File: src/rtl/bg_mul8.sv
module bg_mul8 #(
  parameter int W = 8
) (
  input  logic           clk,
  input  logic           rst_n,
  input  logic           wr_en,
  input  logic           wr_sel,
  input  logic [W-1:0]   wr_data,
  input  logic           step_en,
  output logic [2*W-1:0] product,
  output logic           busy
);
  localparam int PW = 2 * W;
  localparam int SW = (W > 1) ? $clog2(W) : 1;

  logic [W-1:0]  hold_q, mc_q, mp_q;
  logic [PW-1:0] acc_q, shifted, delta;
  logic [SW-1:0] step_q;
  logic          pbit_q, busy_q;

  wire start = wr_en & wr_sel;
  wire load  = wr_en & ~wr_sel;
  wire adv   = busy_q & step_en & ~start;
  wire cur   = mp_q[step_q];
  wire last  = (step_q == SW'(W - 1));

  assign shifted = PW'(mc_q) << step_q;

  always_comb begin
    delta = '0;
    if (last) begin
      case ({cur, pbit_q})
        2'b01, 2'b10: delta = shifted;
        2'b11:        delta = shifted << 1;
        default:      delta = '0;
      endcase
    end else begin
      case ({cur, pbit_q})
        2'b01:   delta = shifted;
        2'b10:   delta = ~shifted + PW'(1);
        default: delta = '0;
      endcase
    end
  end

  always_ff @(posedge clk) begin
    if (!rst_n) begin
      hold_q <= '0;
      mc_q   <= '0;
      mp_q   <= '0;
      acc_q  <= '0;
      step_q <= '0;
      pbit_q <= 1'b0;
      busy_q <= 1'b0;
    end else begin
      if (load) hold_q <= wr_data;
      if (start) begin
        mc_q   <= hold_q;
        mp_q   <= wr_data;
        acc_q  <= '0;
        step_q <= '0;
        pbit_q <= 1'b0;
        busy_q <= 1'b1;
      end else if (adv) begin
        acc_q  <= acc_q + delta;
        step_q <= step_q + SW'(1);
        pbit_q <= cur;
        if (last) busy_q <= 1'b0;
      end
    end
  end

  assign product = acc_q;
  assign busy    = busy_q;

  AST_START_CLEARS: assert property (@(posedge clk) disable iff (!rst_n)
    start |=> (busy && product == '0));
  AST_HOLD_NO_STEP: assert property (@(posedge clk) disable iff (!rst_n)
    (busy && !step_en && !start) |=> ($stable(product) && busy));
  AST_IDLE_STILL: assert property (@(posedge clk) disable iff (!rst_n)
    (!busy && !start) |=> ($stable(product) && !busy));
  AST_FINAL_EXACT: assert property (@(posedge clk) disable iff (!rst_n)
    $fell(busy) |-> (product == PW'(PW'(mc_q) * PW'(mp_q))));
  AST_LOAD_NO_START: assert property (@(posedge clk) disable iff (!rst_n)
    (load && !busy) |=> (!busy && $stable(product)));
endmodule

File: config.mk
export PLATFORM = sky130hd
export DESIGN_NAME = bg_mul8
export DESIGN_NICKNAME = d
export VERILOG_FILES = /design/src/rtl/bg_mul8.sv
export SDC_FILE = /design/constraint.sdc
export NUM_CORES = 1
export LEC_CHECK = 0
export BUFFER_PORTS_ARGS = -buffer_cell sky130_fd_sc_hd__clkbuf_2
export CAP_MARGIN = 40
export CELL_PAD_IN_SITES_DETAIL_PLACEMENT = 1
export CELL_PAD_IN_SITES_GLOBAL_PLACEMENT = 1
export CORE_MARGIN = 8
export CORE_UTILIZATION = 40
export DETAILED_ROUTE_END_ITERATION = 8
export PLACE_DENSITY = 0.75
export SLEW_MARGIN = 15
export SYNTH_ARGS = -nofsm -noshare
export SYNTH_HDL_FRONTEND = slang
export SYNTH_SLANG_ARGS = --single-unit
File: constraint.sdc
create_clock -name clk -period 4.63 [get_ports clk]
set_clock_uncertainty 0.05 [all_clocks]
set_input_delay 0.2315 -clock clk [delete_from_list [all_inputs] [get_ports clk]]
set_output_delay 0.2315 -clock clk [all_outputs]
set_load 0.02 [all_outputs]
Word level (Yosys, flattened, before mapping)
Index checks and enable logic that the tools add are counted.
{ "totals": {"elab_cells": 37, "regBits": 45, "out_inout_bits": 17, "in_bits": 13} }
{ "op_classes": {"n_addsub": 3, "mux": 8, "eq_ne": 4, "magnitude_cmp": 1, "n_shift": 1, "bitwise": 8, "reduce_logical": 5} }
{ "op_table": {"columns": ["op", "count"], "rows": [
  ["$pmux W16 S2", 2],
  ["$add A16 B1 Y16 const B", 1],
  ["$add A16 B16 Y16", 1],
  ["$mux W16", 1],
  ["$not A16 Y16", 1],
  ["$shl A8 B3 Y16", 1],
  ["$and A1 B1 Y1", 4],
  ["$eq A2 B2 Y1 const B", 2],
  ["$lt A3 B4 Y1 const B", 1],
  ["$mux W1", 4],
  ["$reduce_bool A2 Y1", 2],
  ["$reduce_or A2 Y1", 2],
  ["$add A3 B1 Y3 const B", 1],
  ["$bmux W1 S3", 1],
  ["$eq A3 B3 Y1 const B", 1],
  ["$not A1 Y1", 3],
  ["$eq A2 B1 Y1 const B", 1],
  ["$reduce_and A2 Y1", 1]
]} }

Depth between registers and ports, before layout
{ "logic_depth": {"word_depth": 7, "mapped_depth": 22, "ltp_nobuf": 19} }

Worst setup path after synthesis
Ideal clock, no wire load.
{ "synth_path": {"path_type": "register to register", "startpoint": "reg step_q[2]", "endpoint": "reg acc_q[15], in the netlist product[15]", "path_slack_ns": 0.136, "n_path_buf": 4, "period_less_slack_ns": 4.494, "path_stages_with_launch": 20, "required_ns": 4.509, "arrival_ns": 4.374, "setup_time_ns": 0.071, "cell_sequence": "dfxtp_1 > buf_2 > buf_1 > clkbuf_1 > inv_1 > mux2i_1 > ha_1 > clkbuf_1 > a22oi_1 > o22ai_1 > ha_1 > o211ai_1 > o21ai_0 > o21ai_0 > o2111a_1 > nor3_1 > a31oi_1 > xnor2_1 > or3_1 > a21oi_1"} }
{ "synth_via": {"elab_chain_len": 7, "elab_cells_between_ends": 14} }
{ "synth_lines": {"columns": ["element", "line", "source"], "rows": [
  ["start, declared", "18", "logic [SW-1:0] step_q;"],
  ["start signal, assigned", "66", "step_q <= step_q + SW'(1);"],
  ["parallel branches: the longest is 5 deep, another holds $add A16 B1 Y16", null, null],
  ["$mux W16 (*)", "31", "if (last) begin"],
  ["$add A16 B16 Y16 (*)", "65", "acc_q <= acc_q + delta;"],
  ["end signal, assigned", "65", null],
  ["end, declared", "17", "logic [PW-1:0] acc_q, shifted, delta;"]
]} }
Mark *: on every way between the ends. The select of a mux whose other input is x is not followed.
A chain may end at the register's enable or synchronous reset.

Worst setup path after layout
{ "layout_path": {"startpoint": "reg step_q[0]", "endpoint": "reg acc_q[15], in the netlist product[15]"} }
Same word-level chain as after synthesis.

==> impl_metrics.yaml <==
outcome:
  run_status: "finished clean"
routing:
  postRouteAntennaNets: 0
  drt_iter0_markers: 147
  vias: 3352
  firstDrtPassIters: 4
  drc: 0
  routed_wl_um: 9880
  via_per_inst: 5.62
  wl_per_cell_um: 16.6
place:
  dp.cells: 587
  hpwl_um: 7640
  place.gp.congestion: 0.846
  io_buffers: 29
worst_hold_path:
  holdCritPathClass: "input pin to flop"
  hold_depth: 3
  hold_end: "mp_q[7]"
  hold_start: "wr_data[7]"
die:
  num_rows: 34
  core_um2: 8640
  fp.dieArea_um2: 12100
  die_y_um: 110
  ioPinCount: 30
  die_w_um: 110
  start_util: 0.408
cells_and_area:
  syn2layout_area_growth_pct: 10.7
  diodes: 0
  finalNonFillerCells: 596
  layout-drive-gt1-share: 0.143
  nets: 524
  fin_util: 0.451
  fillers: 1092
sta:
  period_minus_slack_ns: 4.31
  relSlewSlack: 0.569
  fin_crit_sh: 0.931
  hold_violations: 0
  timing.fmax_mhz: 232
  maxSlewViolCount: 0
  setup_viol: 0
  fin_setup_tns_ns: 0
  hold_ws_ns: 0.117
  grt_setup_unrepaired: "no"
  tightest_slew_ns: 0.646
worst_setup_path:
  worstPathRequired_ns: 4.82
  crit_family: "compound AO/OA/AOI/OAI gates"
  rr_endpoint: "product[15]"
  path_buf_inv: 1
  cp-start-kind: "flop"
  cp_max_fo: 11
  critPathArrivalTime_ns: 4.50
  endpoint_kind: "flop"
  r2r_start: "step_q[0]"
  slowest_stage: "mux4_2"
  path_cells: "mux4_2 > mux2i_2 > ha_1 > buf_4 > a22oi_1 > o22ai_1 > ha_1 > o211ai_1 > o21ai_1 > o21ai_1 > o2111a_1 > nor3_1 > a31oi_1 > xnor2_1 > or3_1 > a21oi_1"
  slowest_delay_ns: 0.53
  reg2reg_slack_ns: 0.32
  reg2regPathDepth: 16
  critPathKind: "flop to flop"
synth:
  synthArstFlopShare: 0
  synth_edf_count: 0
  ys_seq_area_frac: 0.256
  syn_nets: 501
  syn_area_per_cell_um2: 7.59
  yosys.area.top_type: "dfxtp_1"
  synth_cell_types: 58
  netlist.area_leader.share: 0.256
  ys_warn_count: 0
  netlist_area_um2: 3520
  synth-seq-cells: 45
  synthTopCellsByCount: "nand2_1, dfxtp_1, a21oi_1, nor2_1, a21boi_0"
  syn_inst: 464
  synth_ff_type: "dfxtp_1"
  synth_most_common_cell: "nand2_1"
  synth_area_leaders: "dfxtp_1, nand2_1, ha_1, a21boi_0, a21oi_1"
power_and_ir_drop:
  p_sw_frac: 0.297
  p_comb_frac: 0.146
  leakage_uw: 0.00153
  p_per_area_nw_per_um2: 201
  peakVddDrop_uv: 119
  pwr-share-seq: 0.516
  power.switching_uw: 232
  intPower_uw: 549
  power_frac_clock: 0.338
cts:
  cts_setup_buffers: 0
  clk_pin_slew_ns: 0.10
  cts_buffer_depth: 2
  cts_resized: 0
  insertion_delay_ns: 0.31
  ctsRootBufferMaster: "clkbuf_8"
  cts_sinks: 45
  postCtsHoldBufs: 0
  htreeDepth: 2
  cts_tree: "done"
  cts_buffers: 5
global_routing:
  grt_max_degree: 27
  antenna_found_initial: 0
  first_global_vias: 3477
  track_usage: 0.172
  grt_pass1_wl_um: 17000
  overflow: 0
job:
  drv_cap: 0
==> worst min-delay path, stage by stage <==
cell and delay, ns:
clkbuf_2 0.09, nand2_1 0.05, a21boi_0 0.06
==> through the flow <==
step                setup WS, ns  cell area (um2)  power, uW
floorplan                  0.136             3520        494
global placement           0.239             3760        520
detailed placement        0.0548             3770        524
CTS                       0.0113             3860        788
global route              0.0335             3890        820
finish                     0.322             3890        782
==> power by group through the flow <==
stage	registers [uW]	logic (uW)	clock network, uW
after detailed placement	412	111	0
final	403	114	264
after CTS	403	112	272
after global placement	412	108	0
after floorplan	410	83.3	0
after global routing	405	127	288
==> kinds of logic after synthesis <==
kind of cell | count (synthesis) | synth area share
AO/OA/AOI/OAI | 137 | 0.261
XOR/XNOR | 25 | 0.0622
adder cells (fa/ha/maj) | 24 | 0.0875
buffers and inverters | 35 | 0.0441
flip-flops | 45 | 0.256
multiplexers | 15 | 0.0540
AND/OR/NAND/NOR | 183 | 0.235
==> per-layer routing <==
layer / track usage / routed length, um
met1: 0.226 / 4970
met2: 0.289 / 4650
met3: 0.0264 / 173
met4: 0.0376 / 89
met5: 0 / 0
==> cell type report <==
| cell class | instances | area, um2 | area share |
|---|---|---|---|
| clock buffer | 5 | 68.8 | 0.0177 |
| timing repair buffer | 43 | 258 | 0.0662 |
| multi-input combinational | 384 | 2480 | 0.636 |
| sequential | 45 | 902 | 0.232 |
| clock inverter | 3 | 22.5 | 0.00578 |
| inverter | 8 | 30.0 | 0.00771 |
| tap | 108 | 135 | 0.0347 |
==> worst max path at each step <==
| stage | cells after the start | from | end | slack, ns |
|---|---|---|---|---|
| after detailed placement | 16 | step_q[0] | product[15] | 0.05 |
| after CTS | 16 | step_q[0] | product[15] | 0.01 |
| after floorplan | 19 | step_q[2] | product[15] | 0.14 |
| final | 16 | step_q[0] | product[15] | 0.32 |
| after global placement | 16 | step_q[0] | product[15] | 0.24 |
| after global routing | 16 | step_q[0] | product[15] | 0.03 |
==> registers in the layout (all words and copies together), names as in the netlist <==
name / cells
product: 16
hold_q: 8
busy: 1
step_q: 3
mc_q: 8
mp_q: 8
pbit_q: 1
==> cell usage in the layout (no fill, tap or decap), types with 5 or more instances in the layout <==
| cell | instances |
|---|---|
| o21ai_0 | 13 |
| clkbuf_8 | 5 |
| nand2b_1 | 6 |
| xor2_1 | 11 |
| xnor2_1 | 14 |
| a21o_1 | 5 |
| nand2_1 | 101 |
| a21oi_1 | 33 |
| a21boi_0 | 24 |
| o22ai_1 | 11 |
| a22oi_1 | 20 |
| ha_1 | 22 |
| nor2b_1 | 9 |
| clkbuf_2 | 29 |
| nand3_1 | 9 |
| mux2i_1 | 6 |
| dfxtp_1 | 44 |
| nor3_1 | 9 |
| nor2_1 | 27 |
| inv_1 | 8 |
| buf_4 | 13 |
Note: power is estimated with default switching activity, not from simulation.
